$ cat config.mk
export PLATFORM = sky130hd
export DESIGN_NAME = hotspot_bank_ctrl
export DESIGN_NICKNAME = d
export VERILOG_FILES = /design/src/rtl/hotspot_bank_ctrl.sv
export SDC_FILE = /design/constraint.sdc
export NUM_CORES = 1
export LEC_CHECK = 0
export ABC_AREA = 0
export ABC_CLOCK_PERIOD_IN_PS = 1500
export BUFFER_PORTS_ARGS = -buffer_cell sky130_fd_sc_hd__buf_4
export CAP_MARGIN = 5
export CORE_AREA = 2 2 39 41
export CTS_CLUSTER_SIZE = 12
export DETAILED_ROUTE_END_ITERATION = 10
export DIE_AREA = 0 0 41 43
export GPL_TIMING_DRIVEN = 0
export RECOVER_POWER = 50
export SYNTH_ARGS = -nofsm -noshare
export SYNTH_HDL_FRONTEND = slang
export SYNTH_SLANG_ARGS = --single-unit
$ cat constraint.sdc
create_clock -name clk -period 1.5 [get_ports clk]
set_input_delay 0 -clock clk [delete_from_list [all_inputs] [get_ports clk]]
set_output_delay 0 -clock clk [all_outputs]
set_load 0.05 [all_outputs]
$ cat src/rtl/hotspot_bank_ctrl.sv
module hotspot_bank_ctrl #(
  parameter int ADDR_W = 13,
  parameter int BANK_W = 3
) (
  input  logic              clk,
  input  logic              rst_n,
  input  logic              cyc_valid,
  input  logic [ADDR_W-1:0] addr,
  input  logic              sda_in,
  output logic              sda_oe,
  output logic              sck,
  output logic [BANK_W-1:0] bank
);
  localparam int HI_W = BANK_W - 1;

  logic [HI_W-1:0] hi_q;
  logic            lo_q;
  logic            pend_q;
  logic            pend_val_q;
  logic            sck_q;

  logic            in_top;
  logic            in_low;
  logic [3:0]      page;
  logic            clk_hit;
  logic            hold_hit;
  logic            req;
  logic            req_val;
  logic            hi_ld;
  logic [HI_W-1:0] hi_val;

  assign in_top = addr[12] && (addr[11:4] == 8'hFF);
  assign in_low = !addr[12];
  assign page   = addr[11:8];

  always_comb begin
    clk_hit  = 1'b0;
    hold_hit = 1'b0;
    req      = 1'b0;
    req_val  = 1'b0;
    hi_ld    = 1'b0;
    hi_val   = '0;
    if (in_top) begin
      if (!addr[3]) begin
        clk_hit = 1'b1;
        req     = 1'b1;
        req_val = 1'b1;
      end else if (!addr[2]) begin
        clk_hit = 1'b1;
        req     = 1'b1;
      end else begin
        hi_ld   = 1'b1;
        req     = 1'b1;
      end
    end else if (in_low) begin
      if (page[3]) begin
        clk_hit = 1'b1;
        req     = 1'b1;
        req_val = addr[page[2:0]];
      end else begin
        case (page[2:0])
          3'd4: begin
            clk_hit = 1'b1;
            req     = 1'b1;
            req_val = addr[5];
          end
          3'd5: hold_hit = 1'b1;
          3'd6: begin
            hi_ld   = 1'b1;
            hi_val  = addr[5+HI_W:6];
            req     = 1'b1;
            req_val = addr[5];
          end
          3'd7: begin
            req     = 1'b1;
            req_val = addr[7];
          end
          default: ;
        endcase
      end
    end
  end

  always_ff @(posedge clk) begin
    if (!rst_n) begin
      hi_q       <= '0;
      lo_q       <= 1'b0;
      pend_q     <= 1'b0;
      pend_val_q <= 1'b0;
      sck_q      <= 1'b0;
    end else if (cyc_valid) begin
      if (pend_q) lo_q <= pend_val_q;
      pend_q     <= req;
      pend_val_q <= req_val;
      sck_q      <= clk_hit || (hold_hit && sck_q);
      if (hi_ld) hi_q <= hi_val;
    end
  end

  assign sck    = sck_q;
  assign sda_oe = !lo_q;
  assign bank   = {hi_q, lo_q & sda_in};
endmodule


==> flow_metrics.py <==
metrics = {
    "synth": {
        "netlist_instances": 64,
        "synthAdderAreaFrac_pct": 0,
        "synthTopCellsByArea": "dfxtp_1 26%, nand2_1 7.2%, a21oi_1 6.4%",
        "synth_top_family_by_area": "simple AND/OR/NAND/NOR gates",
        "yosysSeqAreaShare_pct": 25.5,
        "synth_enable_flop_cells": 0,
        "netlist.area_leader.share_pct": 25.5,
        "netlist_area_um2": 470,
        "synth_xor_xnor_area_share_pct": 0,
        "ys_types": 27,
        "synth.largest_area_cell": "dfxtp_1",
        "synth_fp_nets": 81,
        "synth_simple_gate_area_share_pct": 29.3,
        "yosys_register_bits": 6,
        "yosysWarnings": 0,
        "synthArstFlopShare_pct": 0,
        "syn-mean-instance-area_um2": 7.35,
        "synth_compound_area_share_pct": 25.5,
        "ys.flop_type": "dfxtp_1",
        "synth_mux_area_share_pct": 9.57,
        "post-synth-top-count-cell": "nand2_1",
        "synth_common_cells": "9 x nand2_1, 6 x a21oi_1, 6 x dfxtp_1, 6 x inv_1",
    },
    "routing": {
        "viasPerCell": 5.22,
        "ant_nets": 0,
        "drt-total-wl_um": 1180,
        "drt_iter0_drc": 2,
        "dr.pass1.iters": 4,
        "routedWlPerCell_um": 11.7,
        "via_count": 527,
        "drcViolationCount": 0,
    },
    "setup_path": {
        "endpoint_kind": "primary output",
        "r2r_slack_ns": 0.52,
        "cp-startpoint": "lo_q$_SDFFE_PN0P_",
        "crit_cells": 2,
        "critPathLaunchType": "register",
        "cpLargestDelayFamily": "buffers and inverters",
        "crit_path_max_fanout": 3,
        "worstPathRequired_ns": 1.50,
        "crit_path_top_delay_cell": "clkbuf_1",
        "worstRegToRegCells": 2,
        "timing.critical_path.buf_inv": 2,
        "arrival_ns": 1.04,
        "cp_slowest_stage_delay_ns": 0.45,
        "r2r_end": "pend_val_q$_SDFFE_PN0P_",
        "worstReg2RegStart": "pend_val_q$_SDFFE_PN0P_",
        "worstPathCellList": "inv_1 -> clkbuf_1",
        "crit_type": "reg2out",
    },
    "timing": {
        "finalClockSkew_ns": 0.000573,
        "slew_headroom_pct": 60.8,
        "hold_violations": 0,
        "rsz0062_at_grt": "no",
        "setup_viol": 0,
        "whs_ns": 0.0490,
        "period_share_pct": 69.4,
        "fmax_ghz": 0.961,
        "fin_tns_setup_ns": 0,
        "final_max_slew_viol_count": 0,
        "finalCriticalPeriod_ns": 1.04,
        "worstMarginPinSlew_ns": 0.590,
    },
    "min_path": {
        "hp-class": "in2reg",
        "min_path_cells": 3,
        "whs_endpoint": "hi_q[0]$_SDFFE_PN0P_",
        "min_from": "addr[6]",
    },
    "final_layout": {
        "area_delta_synth_final_pct": 34.6,
        "layout-drive-gt1-share_pct": 28.2,
        "antenna_cells": 0,
        "multi_input_area_um2": 303,
        "seq_area_um2": 120,
        "fillers": 150,
        "layout.nets": 104,
        "fin_area_um2": 633,
        "fin_util_pct": 45.8,
    },
    "grt": {
        "grt_pass1_wl_um": 1800,
        "grt_max_degree": 11,
        "grt_pass1_vias": 464,
        "antenna_found_initial": 0,
        "grt_usage_pct": 15.3,
        "globalRouteOverflowTotal": 0,
    },
    "clock_tree": {
        "clock-sinks": 6,
        "cts_tree": "yes",
        "cts-htree-levels": 1,
        "cts_setup_buffers": 0,
        "clock_tree.buffer_depth": 2,
        "cts-hold-fix-buffers": 0,
        "clk_latency_ns": 0.24,
        "cts_resized": 0,
        "root_buffer": "clkbuf_4",
        "clk_pin_slew_ns": 0.04,
        "cts_buffers": 3,
    },
    "die": {
        "die_area_mm2": 0.00176,
        "die_x_um": 41,
        "row_count": 14,
        "core_area_mm2": 0.00138,
        "io_pins": 22,
        "die_h_um": 43,
        "initial_utilization_pct": 34.0,
    },
    "flow_run": {
        "maxCapViolations": 0,
    },
    "place": {
        "place_area_um2": 626,
        "dp_hpwl_um": 950,
        "gp_congestion": 0.718,
        "port_buffers": 18,
    },
    "power": {
        "report.power.total_w": 0.000419,
        "p_per_area_mw_per_mm2": 661,
        "power.leakage_nw": 0.263,
        "vdd_drop_max_v": 0.000331,
    },
    "outcome": {
        "status": "finished clean",
    },
}
layout by cell type, fill, tap and decap left out:
master     netlist  layout
buf_4            0      14
nand2_1          9       9
inv_1            6       6
a21oi_1          6       6
dfxtp_1          6       6
clkbuf_1         1       5
nand2b_1         4       4
o21ai_0          4       4
nand4_1          3       3
nand3_1          3       3
clkbuf_4         0       3
nor3_1           2       2
o21a_1           2       2
mux2_2           2       2
nor2_1           2       2
and2_1           1       1
clkbuf_2         1       1
buf_2            1       1
buf_6            1       1
or3b_1           1       1
nor4_1           1       1
o31a_1           1       1
or3_1            1       1
mux4_2           1       1
o22ai_2          1       1
o2111ai_1        1       1
a211oi_1         1       1
a211o_1          1       1
o2bb2ai_1        1       1
cell families (layout without fill, tap and decap cells):
kind of cell | Yosys count | count (layout)
buffers and inverters | 10 | 31
multiplexers | 3 | 3
AND/OR/NAND/NOR | 27 | 27
AO/OA/AOI/OAI | 18 | 18
flip-flops | 6 | 6
where the power goes:
part	total, W	internal [W]	leakage, nW	switching (W)
sequential	0.000168	0.000165	0.0488	0.00000318
combinational	0.000109	0.0000542	0.201	0.0000547
clock	0.000141	0.0000900	0.0138	0.0000511
registers in the layout (all words and copies together) (netlist names):
| register | cells |
|---|---|
| hi_q | 2 |
| lo_q | 1 |
| pend_q | 1 |
| pend_val_q | 1 |
| sck | 1 |
layer usage:
metal,track usage [%],part of all wire (%)
met2,24.1,48
met3,1.57,7.4
met4,12.0,0.93
met1,17.4,43
met5,0,0
final cells by class:
cell class	count	share of cell area, %
buffer	4	3.95
clock buffer	3	3.56
inverter	6	3.56
multi-input combinational	48	47.8
sequential	6	19.0
tap	16	3.16
timing repair buffer	18	19.0
worst register-to-register path, stage by stage (launching register included):
cell	delay [ns]
dfxtp_1	0.32
mux2_2	0.26
a211o_1	0.29
worst max path at each step:
stage                              endpoint  slack (ns)
floorplan           pend_val_q$_SDFFE_PN0P_        0.39
global placement       hi_q[1]$_SDFFE_PN0P_        0.23
detailed placement     hi_q[1]$_SDFFE_PN0P_        0.26
CTS                    hi_q[1]$_SDFFE_PN0P_        0.50
global route           hi_q[1]$_SDFFE_PN0P_        0.40
finish                               sda_oe        0.46
stage by stage:
step | instances | worst slack, ns
after floorplan | 64 | 0.386
after global placement | 98 | 0.229
after detailed placement | 98 | 0.258
after CTS | 101 | 0.504
after global routing | 101 | 0.397
final | 101 | 0.459
(Power assumes the default switching activity.)
